## src/rtl/regwin_file.sv

```systemverilog
module regwin_file #(
  parameter int DATA_W   = 32,
  parameter int NUM_WIN  = 8,
  parameter int WIN_REGS = 8
) (
  input  logic                        clk,
  input  logic                        rst,
  input  logic [$clog2(WIN_REGS)-1:0] rd_a_idx,
  output logic [DATA_W-1:0]           rd_a_data,
  input  logic [$clog2(WIN_REGS)-1:0] rd_b_idx,
  output logic [DATA_W-1:0]           rd_b_data,
  input  logic                        wr_en,
  input  logic [$clog2(WIN_REGS)-1:0] wr_idx,
  input  logic [DATA_W-1:0]           wr_data,
  input  logic                        call_i,
  input  logic                        ret_i,
  output logic [$clog2(NUM_WIN)-1:0]  win_ptr,
  output logic                        ovf_o,
  output logic                        unf_o
);
  localparam int HALF   = WIN_REGS / 2;
  localparam int PHYS   = HALF * NUM_WIN + HALF;
  localparam int PIDX_W = $clog2(PHYS);
  localparam int LIDX_W = $clog2(WIN_REGS);
  localparam int PTR_W  = $clog2(NUM_WIN);

  logic [DATA_W-1:0] regs [PHYS];
  logic [PIDX_W-1:0] wr_p, ra_p, rb_p;

  function automatic logic [PIDX_W-1:0] to_phys(input logic [PTR_W-1:0] p,
                                                input logic [LIDX_W-1:0] i);
    return PIDX_W'(p) * PIDX_W'(HALF) + PIDX_W'(i);
  endfunction

  assign wr_p = to_phys(win_ptr, wr_idx);
  assign ra_p = to_phys(win_ptr, rd_a_idx);
  assign rb_p = to_phys(win_ptr, rd_b_idx);

  always_ff @(posedge clk)
    if (wr_en) regs[wr_p] <= wr_data;

  assign rd_a_data = (wr_en && wr_p == ra_p) ? wr_data : regs[ra_p];
  assign rd_b_data = (wr_en && wr_p == rb_p) ? wr_data : regs[rb_p];

  logic do_call, do_ret, at_top, at_bot;
  assign do_call = call_i & ~ret_i;
  assign do_ret  = ret_i & ~call_i;
  assign at_top  = (win_ptr == PTR_W'(NUM_WIN - 1));
  assign at_bot  = (win_ptr == '0);

  always_ff @(posedge clk) begin
    if (rst) begin
      win_ptr <= '0;
      ovf_o   <= 1'b0;
      unf_o   <= 1'b0;
    end else begin
      ovf_o <= do_call & at_top;
      unf_o <= do_ret & at_bot;
      if (do_call && !at_top)     win_ptr <= win_ptr + 1'b1;
      else if (do_ret && !at_bot) win_ptr <= win_ptr - 1'b1;
    end
  end

  p_store_r2: assert property (@(posedge clk) disable iff (rst)
    wr_en |=> regs[$past(wr_p)] == $past(wr_data));
  p_call_r3: assert property (@(posedge clk) disable iff (rst)
    (call_i && !ret_i && !at_top) |=> win_ptr == $past(win_ptr) + 1'b1);
  p_ret_r4: assert property (@(posedge clk) disable iff (rst)
    (ret_i && !call_i && !at_bot) |=> win_ptr == $past(win_ptr) - 1'b1);
  p_overflow_r5: assert property (@(posedge clk) disable iff (rst)
    (call_i && !ret_i && at_top) |=> ovf_o && $stable(win_ptr));
  p_underflow_r6: assert property (@(posedge clk) disable iff (rst)
    (ret_i && !call_i && at_bot) |=> unf_o && $stable(win_ptr));
  p_cancel_r10: assert property (@(posedge clk) disable iff (rst)
    (call_i && ret_i) |=> $stable(win_ptr) && !ovf_o && !unf_o);
endmodule

```

## config.mk

```make
export PLATFORM = sky130hd
export DESIGN_NAME = regwin_file
export DESIGN_NICKNAME = d
export VERILOG_FILES = /design/src/rtl/regwin_file.sv
export SDC_FILE = /design/constraint.sdc
export NUM_CORES = 2
export LEC_CHECK = 0
export BUFFER_PORTS_ARGS = -buffer_cell sky130_fd_sc_hd__buf_2
export CORE_UTILIZATION = 50
export CTS_BUF_LIST = sky130_fd_sc_hd__clkbuf_4
export DETAILED_ROUTE_END_ITERATION = 7
export PLACE_DENSITY = 0.66
export SYNTH_ARGS = -nofsm -noshare
export SYNTH_HDL_FRONTEND = slang
export SYNTH_SLANG_ARGS = --single-unit
```

## constraint.sdc

```tcl
create_clock -name clk -period 5.3 [get_ports clk]
set_input_delay 0.265 -clock clk [delete_from_list [all_inputs] [get_ports clk]]
set_output_delay 0.265 -clock clk [all_outputs]
set_load 0.005 [all_outputs]
```

==> key figures <==
Outcome
  • Outcome: complete, no violations

Setup path
  • Worst Setup Path Type: reg -> out
  • Arrival time at the worst endpoint: 4.87 ns
  • Crit. End Element: output pin
  • Required time worst endpoint: 5.04 ns
  • CP Launch Type: flop
  • CP Max Fanout: 26

Synthesis
  • Largest cells by area after synthesis: edfxtp_1, mux4_2, mux2i_1
  • Yosys cell types: 68
  • Synth top area share: 0.634
  • Prevailing post-synth register cell: edfxtp_1
  • Syn Std Cell Area: 0.0545 mm2
  • Synth Area in Simple Gates: 0.0374
  • Post-synth EDFFs: 1,152
  • Syn Area/Cell: 19.4 um2
  • Largest family of logic cells by synthesized area: multiplexers
  • Yosys warning count: 0
  • Seq cells post-synth: 1,157
  • Register area share after synthesis: 0.636
  • Multiplexer share of the synthesized area: 0.256
  • Post-synthesis adder-cell area fraction: 0.00174
  • Cell accounting for the most synthesized area: edfxtp_1
  • Synth Instances: 2,814
  • Xor-xnor portion of the synthesized cell area: 0.00266
  • Compound-gate portion of the synthesized area: 0.0406
  • Ys async rst share: 0
  • Post-Syn Nets: 2,867

Timing
  • FMAX: 195 MHz
  • Final hold violations: 0
  • Worst Skew: 0.0648 ns
  • Max transition margin: 0.250
  • Final Cycle Share: 0.969
  • Worst-Margin Slew: 1.12 ns
  • Final setup fails: 0
  • Setup TNS: 0 ns
  • RSZ-0062 raised after global routing: false
  • Final Critical Period: 5.14 ns
  • Final WS setup: 0.162 ns
  • Max Slew Vio Count: 0

Place
  • HPWL Detailed: 104 mm
  • PortBufs: 114
  • Placed Area: 0.0570 mm2
  • Gpl congestion: 0.871
  • Setup WS pre-CTS: 1.19 ns
  • Placed Cells: 4,207

Drt
  • Final ANT Viol Nets: 0
  • Avg WL per Cell: 37.4 um
  • Detailed Routing Iterations Pass 1: 6
  • DR iter-0 viols: 5,116
  • DRC violations left: 0
  • Final WL: 178 mm
  • Total number of vias: 34.3k
  • Vias/cell: 7.21

Power
  • Clock share of power: 0.363
  • Psw: 5.46 mW
  • Cell Pwr Density: 337 mW/mm2
  • Peak supply drop: 0.223 mV
  • Sw frac: 0.265
  • Combinational power share: 0.141
  • Leakage power: 19.5 nW
  • Pwr Total: 20.6 mW
  • Register share of total power: 0.496
  • Internal power: 15.2 mW

Floorplanning
  • Die Area: 0.110 mm2
  • Core Region: 0.108 mm2
  • Die width: 332 um
  • Cell row count: 120
  • Die height: 332 um
  • IO Pins: 115
  • Initial core utilization: 0.507

Final layout
  • Area of the multi-input gates: 0.0188 mm2
  • Final Instance Area: 0.0611 mm2
  • Sequential Area: 0.0347 mm2
  • Cell Count, Final, Fillers Out: 4,753
  • Commonest non-fill, non-tap cell in the layout: edfxtp_1
  • # nets final: 3,220
  • Layout cells sized above 1: 0.391
  • Layout fillers: 8,088
  • Synth-to-layout area growth: 12.0%
  • Commonest cells after routing, fill and taps aside: edfxtp_1, mux4_2, clkbuf_4

Job
  • Max cap viols: 0

Worst hold path
  • Worst hold path class: in -> reg

Clock network
  • Clk pin slew, worst setup/hold paths: 0.07 ns
  • Skew-Pair Late Insertion Delay: 1.20 ns
  • H-tree levels: 5
  • Clock root buffer: clkbuf_4
  • Total CTS buffers: 311
  • Clock Tree Buf Depth: 4
  • CTS tree: yes
  • Clk sinks: 1,157

Global route
  • Initial antenna violation count: 9
  • Total GRT Usage: 0.324
  • Largest net degree at the start of global routing: 69
  • Grt ovf: 0
  • First-pass GRT wire length: 252 mm
  • Number of global-route vias before repair: 35.0k
## layout make-up
cell class / instances / share of cell area
clock buffers: 426 / 0.0523
inverters: 5 / 0.000307
diodes: 11 / 0.000451
clock inverters: 59 / 0.00598
multi-input cells: 1415 / 0.308
repair buffers: 277 / 0.0361
well taps: 1403 / 0.0287
flip-flops and latches: 1157 / 0.568
## metrics by stage
| stage | hold WS, ns | utilization |
|---|---|---|
| 2_1_floorplan | 0.334 | - |
| 3_3_place_gp | 0.489 | 0.530 |
| 3_5_place_dp | 0.509 | 0.530 |
| 4_1_cts | 0.0318 | 0.567 |
| 5_1_grt | 0.112 | 0.567 |
| 6_report | 0.124 | 0.568 |
## Yosys cell counts (9+ instances only)
master    number
a31oi_1       35
buf_4         44
o22a_1        26
a221o_1       30
nand3_1       39
buf_2         83
mux4_2       567
edfxtp_1    1152
nand2_1       75
nor2_1       110
nand4_1       10
a21boi_1      30
clkbuf_1      65
o22ai_1       63
buf_6         28
nor2b_1       11
nor3_1        81
buf_1         15
mux2i_1      115
nor4b_1       22
a21oi_1       26
a211oi_1      30
nor4_1        26
a221oi_1       9
## cells by family after synthesis
logic type,Yosys count
AO/OA/AOI/OAI,300
XOR/XNOR,14
adder cells (fa/ha/maj),7
buffers and inverters,242
flip-flops,1157
multiplexers,684
AND/OR/NAND/NOR,410
## critical path, stage by stage, from the launching register on
cell	delay, ns
dfxtp_2	0.43
ha_4	0.22
ha_2	0.68
xnor2_1	0.23
and2_1	0.23
o2111ai_4	0.59
buf_4	0.46
nor2_1	0.07
a31oi_1	0.51
buf_2	0.24
## flip-flops by register name (all words and copies together) (netlist names)
register,cells
win_ptr,3
unf_o,1
regs,1152
ovf_o,1
## power by group through the flow
stage          Combinational, mW  Clock (mW)  Sequential (mW)
2_1_floorplan               1.58           0             10.4
3_3_place_gp                2.78           0             10.4
3_5_place_dp                2.81           0             10.4
4_1_cts                     2.85        7.59             10.2
5_1_grt                     2.99        8.05             10.2
6_report                    2.91        7.49             10.2
## routing by layer
| metal | up-vias | share of wire | track usage |
|---|---|---|---|
| met3 | 504 | 0.13 | 0.0921 |
| met2 | 2805 | 0.47 | 0.507 |
| met4 | 4 | 0.042 | 0.138 |
| met5 | - | 0.00015 | 0 |
| met1 | 17873 | 0.35 | 0.428 |
| li1 | 13071 | - | - |
## final timing paths
check	to	slack [ns]	start	cells after the start
max	rd_a_data[25]	0.16	win_ptr[0]	9
min reg2reg	ovf_o	0.75	win_ptr[0]	2
min	unf_o	0.12	call_i	4
max reg2reg	win_ptr[2]	1.72	win_ptr[2]	9
## repair_timing
action / in CTS / in global routing
buffers inserted: 3 / 0
hold buffers: 47 / 0
gates resized for setup: 1 / 2
setup endpoints to repair: 11 / 7
endpoints found under the hold margin: 1266 / 0
No activity file was read; power rests on OpenSTA's default activity.
